`src/rtl/vlt_pkg.sv`:
```
package vlt_pkg;
    localparam int CNT_W     = 10;
    localparam int SYNC_W    = 4;
    localparam int ADDR_W    = 3;
    localparam int START_LSB = 16;
    localparam int SYNC_LSB  = 16;
    localparam int ILACE_BIT = 2;
    localparam int TYPE_W    = 2;
    localparam int NUM_WIN   = 3;

    typedef enum logic [ADDR_W-1:0] {
        REG_CTRL     = 3'd0,
        REG_IRQ_LINE = 3'd1,
        REG_POS      = 3'd2,
        REG_FIELD    = 3'd3,
        REG_TIMING   = 3'd4,
        REG_ACTIVE   = 3'd5,
        REG_BURST    = 3'd6
    } reg_idx_e;

    typedef struct packed {
        logic [TYPE_W-1:0] pix_type;
        logic              ilace;
        logic [CNT_W-1:0]  irq_line;
        logic [CNT_W-1:0]  field_len;
        logic [SYNC_W-1:0] sync_w;
        logic [CNT_W-1:0]  act_lo;
        logic [CNT_W-1:0]  act_hi;
        logic [CNT_W-1:0]  brst_lo;
        logic [CNT_W-1:0]  brst_hi;
    } cfg_t;

    typedef struct packed {
        logic [CNT_W-1:0] pos;
        logic             irq;
    } cnt_st_t;
endpackage

```
`src/rtl/vlt_regs.sv`:
```
module vlt_regs
    import vlt_pkg::*;
#(
    parameter int               DATA_W        = 32,
    parameter logic [CNT_W-1:0] RST_FIELD_LEN = 10'd525,
    parameter logic [CNT_W-1:0] RST_IRQ_LINE  = 10'd1023
) (
    input  logic              clk,
    input  logic              rst_n,
    input  logic              bus_we,
    input  logic [ADDR_W-1:0] bus_addr,
    input  logic [DATA_W-1:0] bus_wdata,
    input  logic [CNT_W-1:0]  pos,
    output cfg_t              cfg,
    output logic              ack,
    output logic [DATA_W-1:0] bus_rdata
);
    cfg_t cfg_d, cfg_q;

    function automatic logic [DATA_W-1:0] pack_win(input logic [CNT_W-1:0] lo,
                                                   input logic [CNT_W-1:0] hi);
        pack_win = (DATA_W'(lo) << START_LSB) | DATA_W'(hi);
    endfunction

    always_comb begin
        cfg_d = cfg_q;
        if (bus_we) begin
            case (bus_addr)
                REG_CTRL: begin
                    cfg_d.pix_type = bus_wdata[TYPE_W-1:0];
                    cfg_d.ilace    = bus_wdata[ILACE_BIT];
                end
                REG_IRQ_LINE: cfg_d.irq_line  = bus_wdata[CNT_W-1:0];
                REG_FIELD:    cfg_d.field_len = bus_wdata[CNT_W-1:0];
                REG_TIMING:   cfg_d.sync_w    = bus_wdata[SYNC_LSB +: SYNC_W];
                REG_ACTIVE: begin
                    cfg_d.act_lo = bus_wdata[START_LSB +: CNT_W];
                    cfg_d.act_hi = bus_wdata[CNT_W-1:0];
                end
                REG_BURST: begin
                    cfg_d.brst_lo = bus_wdata[START_LSB +: CNT_W];
                    cfg_d.brst_hi = bus_wdata[CNT_W-1:0];
                end
                default: ;
            endcase
        end
    end

    always_ff @(posedge clk or negedge rst_n) begin
        if (!rst_n) begin
            cfg_q           <= '0;
            cfg_q.field_len <= RST_FIELD_LEN;
            cfg_q.irq_line  <= RST_IRQ_LINE;
        end else begin
            cfg_q <= cfg_d;
        end
    end

    always_comb begin
        case (bus_addr)
            REG_CTRL:     bus_rdata = DATA_W'({cfg_q.ilace, cfg_q.pix_type});
            REG_IRQ_LINE: bus_rdata = DATA_W'(cfg_q.irq_line);
            REG_POS:      bus_rdata = DATA_W'(pos);
            REG_FIELD:    bus_rdata = DATA_W'(cfg_q.field_len);
            REG_TIMING:   bus_rdata = DATA_W'(cfg_q.sync_w) << SYNC_LSB;
            REG_ACTIVE:   bus_rdata = pack_win(cfg_q.act_lo, cfg_q.act_hi);
            REG_BURST:    bus_rdata = pack_win(cfg_q.brst_lo, cfg_q.brst_hi);
            default:      bus_rdata = '0;
        endcase
    end

    assign cfg = cfg_q;
    assign ack = bus_we && (bus_addr == REG_POS);
endmodule

```
`src/rtl/vlt_counter.sv`:
```
module vlt_counter
    import vlt_pkg::*;
(
    input  logic             clk,
    input  logic             rst_n,
    input  logic             strobe,
    input  logic             ilace,
    input  logic [CNT_W-1:0] field_len,
    input  logic [CNT_W-1:0] irq_line,
    input  logic             ack,
    output logic [CNT_W-1:0] pos,
    output logic             irq
);
    cnt_st_t st_d, st_q;
    logic [CNT_W:0] step;

    always_comb begin
        st_d = st_q;
        step = {1'b0, st_q.pos} + (CNT_W+1)'(2);
        if (strobe) begin
            if (step >= {1'b0, field_len}) begin
                st_d.pos = ilace ? {{(CNT_W-1){1'b0}}, ~st_q.pos[0]} : '0;
            end else begin
                st_d.pos = step[CNT_W-1:0];
            end
        end
        if (ack) st_d.irq = 1'b0;
        if (strobe && (st_d.pos == irq_line)) st_d.irq = 1'b1;
    end

    always_ff @(posedge clk or negedge rst_n) begin
        if (!rst_n) st_q <= '0;
        else        st_q <= st_d;
    end

    assign pos = st_q.pos;
    assign irq = st_q.irq;
endmodule

```
`src/rtl/vlt_window.sv`:
```
module vlt_window #(
    parameter int W = 10
) (
    input  logic [W-1:0] lo,
    input  logic [W-1:0] hi,
    input  logic [W-1:0] pos,
    input  logic         en,
    output logic         hit
);
    assign hit = en && (pos >= lo) && (pos < hi);
endmodule

```
`src/rtl/vline_timer.sv`:
```
module vline_timer
    import vlt_pkg::*;
#(
    parameter int               DATA_W        = 32,
    parameter logic [CNT_W-1:0] RST_FIELD_LEN = 10'd525,
    parameter logic [CNT_W-1:0] RST_IRQ_LINE  = 10'd1023
) (
    input  logic              clk,
    input  logic              rst_n,
    input  logic              line_end,
    input  logic              bus_we,
    input  logic [ADDR_W-1:0] bus_addr,
    input  logic [DATA_W-1:0] bus_wdata,
    output logic [DATA_W-1:0] bus_rdata,
    output logic              vint,
    output logic              vsync,
    output logic              vactive,
    output logic              burst_en,
    output logic              field_id
);
    cfg_t             cfg;
    logic             ack;
    logic [CNT_W-1:0] pos_w;
    logic             shown;
    logic [CNT_W-1:0] win_lo [NUM_WIN];
    logic [CNT_W-1:0] win_hi [NUM_WIN];
    logic [NUM_WIN-1:0] win_hit;

    vlt_regs #(
        .DATA_W(DATA_W), .RST_FIELD_LEN(RST_FIELD_LEN), .RST_IRQ_LINE(RST_IRQ_LINE)
    ) regs_i (
        .clk(clk), .rst_n(rst_n), .bus_we(bus_we), .bus_addr(bus_addr),
        .bus_wdata(bus_wdata), .pos(pos_w), .cfg(cfg), .ack(ack), .bus_rdata(bus_rdata)
    );

    vlt_counter cnt_i (
        .clk(clk), .rst_n(rst_n), .strobe(line_end), .ilace(cfg.ilace),
        .field_len(cfg.field_len), .irq_line(cfg.irq_line), .ack(ack),
        .pos(pos_w), .irq(vint)
    );

    assign shown = (cfg.pix_type != '0);

    always_comb begin
        win_lo[0] = '0;
        win_hi[0] = CNT_W'(cfg.sync_w);
        win_lo[1] = cfg.act_lo;
        win_hi[1] = cfg.act_hi;
        win_lo[2] = cfg.brst_lo;
        win_hi[2] = cfg.brst_hi;
    end

    for (genvar g = 0; g < NUM_WIN; g++) begin : g_win
        vlt_window #(.W(CNT_W)) win_i (
            .lo(win_lo[g]), .hi(win_hi[g]), .pos(pos_w), .en(shown), .hit(win_hit[g])
        );
    end

    assign vsync    = win_hit[0];
    assign vactive  = win_hit[1];
    assign burst_en = win_hit[2];
    assign field_id = pos_w[0];
endmodule

```
`config.mk`:
```
export PLATFORM = sky130hd
export DESIGN_NAME = vline_timer
export DESIGN_NICKNAME = d
export VERILOG_FILES = /design/src/rtl/vlt_pkg.sv /design/src/rtl/vlt_regs.sv /design/src/rtl/vlt_counter.sv /design/src/rtl/vlt_window.sv /design/src/rtl/vline_timer.sv
export SDC_FILE = /design/constraint.sdc
export NUM_CORES = 1
export LEC_CHECK = 0
export CORE_AREA = 10 10 120 122
export DETAILED_ROUTE_END_ITERATION = 7
export DIE_AREA = 0 0 130 132
export DONT_BUFFER_PORTS = 1
export HOLD_SLACK_MARGIN = 0.03
export SLEW_MARGIN = 30
export SYNTH_ARGS = -nofsm -noshare
export SYNTH_HDL_FRONTEND = slang
export SYNTH_HIERARCHICAL = 1
export SYNTH_SLANG_ARGS = --single-unit
```
`constraint.sdc`:
```
create_clock -name clk -period 3.9 [get_ports clk]
set_input_delay 0.78 -clock clk [delete_from_list [all_inputs] [get_ports clk]]
set_output_delay 0.78 -clock clk [all_outputs]
set_load 0.005 [all_outputs]
```
==> impl_metrics.json <==
{
  "status": "finished, final reports clean",
  "grt_usage_pct": 18.59,
  "r2r_cells": 12,
  "post-route-drc-count": 0,
  "dpl_cell_area_sq_um": 6073,
  "hold_viol": 0,
  "drtIter0Drc": 241,
  "fill_cells": 1113,
  "vias": 4484,
  "post_drt_wl_per_cell_um": 20.12,
  "setup_viol": 0,
  "synth_enable_flop_cells": 0,
  "drv_slew": 0,
  "p_leak_nw": 3.029,
  "area_growth_pct": 7.359,
  "criticalPathCategory": "reg -> reg",
  "critPathCaptureType": "register",
  "h-tree-depth": 3,
  "cap_viol_max_count": 0,
  "nets": 726,
  "tns_ps": 0,
  "fp.dieArea_sq_um": 17160,
  "path_buf_inv": 0,
  "yosys-top-cells-area": "dfrtp_1 27%, mux2_2 15%, ha_1 14%",
  "first_pass_iters": 4,
  "clk_pin_slew_ps": 60,
  "synth.distinct_cells": 62,
  "port_buffers": 0,
  "async_flop_share_pct": 100.0,
  "drive_above_1_share_pct": 22.44,
  "cp_slowest_stage_delay_ps": 500,
  "cts_root_buffer": "clkbuf_16",
  "path_max_fanout": 6,
  "synth.cell_area_sq_um": 5917,
  "grt_overflow_total": 0,
  "die_h_um": 132,
  "core-area_sq_um": 11910,
  "reg2reg_to": "cnt_i/irq",
  "critical_path.top_delay_family": "simple AND/OR/NAND/NOR gates",
  "gp_congestion": 0.8713,
  "cts.repair.resized": 0,
  "cp_slowest_cell": "or4_1",
  "cts_inserted_buffers": 9,
  "grt_start_max_net_pins": 79,
  "powerDensity_nw_per_um2": 517.6,
  "start_kind": "register",
  "diodes": 0,
  "place_hpwl_um": 11500,
  "ys_seq_elements": 78,
  "routed_wirelength_um": 15510,
  "seq_area_frac_synth_pct": 33.28,
  "grt_pass1_vias": 4697,
  "holdWs_ps": 126.7,
  "reg2reg_setup_slack_ps": 480,
  "period_needed_ps": 3417,
  "critical_path.cell_chain": "ha_1, and3_1, nand3_1, xnor2_1, ha_1, and3_1, nand3_1, o21ai_1, o211ai_2, or4_1, a211o_1, o31ai_2",
  "hold_path_class": "in -> async",
  "worstSkewPairLatency_ps": 350,
  "synth_cells": 606,
  "post_cts_buffers": 0,
  "ant_nets": 0,
  "ir_drop_uv": 294.0,
  "synth_area_leader_cell": "dfrtp_1",
  "clockBufferDepth": 2,
  "ctsHoldBuffers": 0,
  "cts_tree": "yes",
  "fin_skew_ps": 4.876,
  "grt_first_pass_wirelength_um": 25060,
  "ys.flop_type": "dfrtp_1",
  "via_per_inst": 5.816,
  "fin_crit_sh_pct": 87.62,
  "std_cell_rows": 40,
  "crit_required_ps": 4160,
  "final_cell_area_sq_um": 6352,
  "relSlewSlack_pct": 44.52,
  "ios": 76,
  "antenna_found_initial": 0,
  "cp.arrival_ps": 3670,
  "tightestPinTransition_ps": 831.3,
  "syn_avg_cell_area_sq_um": 9.764,
  "initial_core_util_pct": 49.67,
  "die_x_um": 130,
  "yosysWarnings": 6,
  "synth_top_area_share_pct": 27.07,
  "r2r-start": "cnt_i/pos[1]",
  "cts.sinks": 78,
  "rsz0062_at_grt": "false",
  "max_freq_mhz": 292.6
}
==> cells in the final DEF (no fill, tap or decap), types with 4 or more instances in the layout <==
cell type / n
mux2_2: 77
inv_1: 73
ha_1: 68
dfrtp_1: 64
nand2_1: 34
conb_1: 28
a21oi_1: 21
nor2_1: 19
nand3_1: 18
a221oi_1: 16
dfstp_2: 14
a21o_1: 13
nor3_1: 13
buf_4: 13
o21ai_0: 12
clkbuf_16: 9
mux2i_1: 9
o21ai_1: 8
nand2b_1: 7
and3_1: 6
nor3b_1: 6
a22oi_1: 6
xnor2_1: 5
o31ai_1: 5
nand3b_1: 5
xor2_1: 4
nand4_1: 4
a211oi_1: 4
or2_2: 4
==> worst max-delay path by stage <==
stage | start | to | slack (ps) | cells after the start
2_1_floorplan | cnt_i/pos[1] | cnt_i/irq | 680 | 12
3_3_place_gp | cnt_i/pos[1] | cnt_i/irq | 610 | 12
3_5_place_dp | cnt_i/pos[1] | cnt_i/irq | 550 | 12
4_1_cts | cnt_i/pos[1] | cnt_i/irq | 510 | 12
5_1_grt | cnt_i/pos[1] | cnt_i/irq | 290 | 12
6_report | cnt_i/pos[1] | cnt_i/irq | 480 | 12
==> synthesized netlist by cell type (4+ instances only) <==
cell      number
nand2b_1       7
buf_2         16
or2_2          4
nand3b_1       5
clkbuf_1       4
xnor2_1        5
nor3b_1        6
dfstp_2       14
nand4_1        4
o21ai_1        8
dfrtp_1       64
inv_1         73
a22oi_1        6
nand3_1       18
a21oi_1       21
o31ai_1        5
o21ai_0       12
mux2_2        77
xor2_1         4
a21o_1        13
a221oi_1      16
ha_1          68
nor2_1        19
buf_4         17
a211oi_1       4
mux2i_1        9
nand2_1       34
and3_1         6
nor3_1        13
==> sequential cells by signal, summed over array words and instances (netlist names) <==
name and flops:
regs_i/cfg 67, cnt_i/irq 1, cnt_i/pos 10
==> cell families (layout without fill, tap and decap cells) <==
family	Yosys count	in the layout	share of synthesized area, %
AOI/OAI and AO/OA	116	116	14.30
xor gates and xnor gates	9	9	1.332
adders and majority gates	68	68	14.38
buffers and inverters	113	105	8.585
DFF	78	78	33.28
muxes	86	86	16.18
other	2	28	0.1269
and+or+nand+nor	134	134	11.82
==> report_power, final <==
| part | switching [mW] | internal (mW) | leakage (nW) |
|---|---|---|---|
| Combinational | 0.670 | 0.604 | 1.96 |
| Clock | 0.332 | 0.465 | 0.140 |
| Sequential | 0.194 | 1.02 | 0.928 |
==> area by class of cell <==
cell class                      count  area (sq um)  area share, %
Tap cell                          147         183.9          2.895
Multi-Input combinational cell    441          3537          55.68
Sequential cell                    78          1969          31.00
Clock inverter                      3         18.77         0.2955
Inverter                           76         285.3          4.491
Timing Repair Buffer               13         97.59          1.536
Clock buffer                       13         260.3          4.097
==> stage by stage <==
step | total power, mW | utilization (%) | setup WS, ps | cells
detailed placement | 2.486 | 50.99 | 546.1 | 755
global route | 3.534 | 53.33 | 289.7 | 771
CTS | 3.305 | 53.33 | 514.7 | 771
finish | 3.288 | 53.33 | 482.8 | 771
global placement | 2.429 | 50.99 | 613.2 | 755
floorplan | 2.158 | - | 679.4 | 632
==> per-layer routing <==
layer	track usage, %	part of all wire [%]
met1	24.65	46
met4	6.750	1.8
met3	4.304	6.2
met2	28.66	46
met5	0	0
No activity file was read; power rests on OpenSTA's default activity.
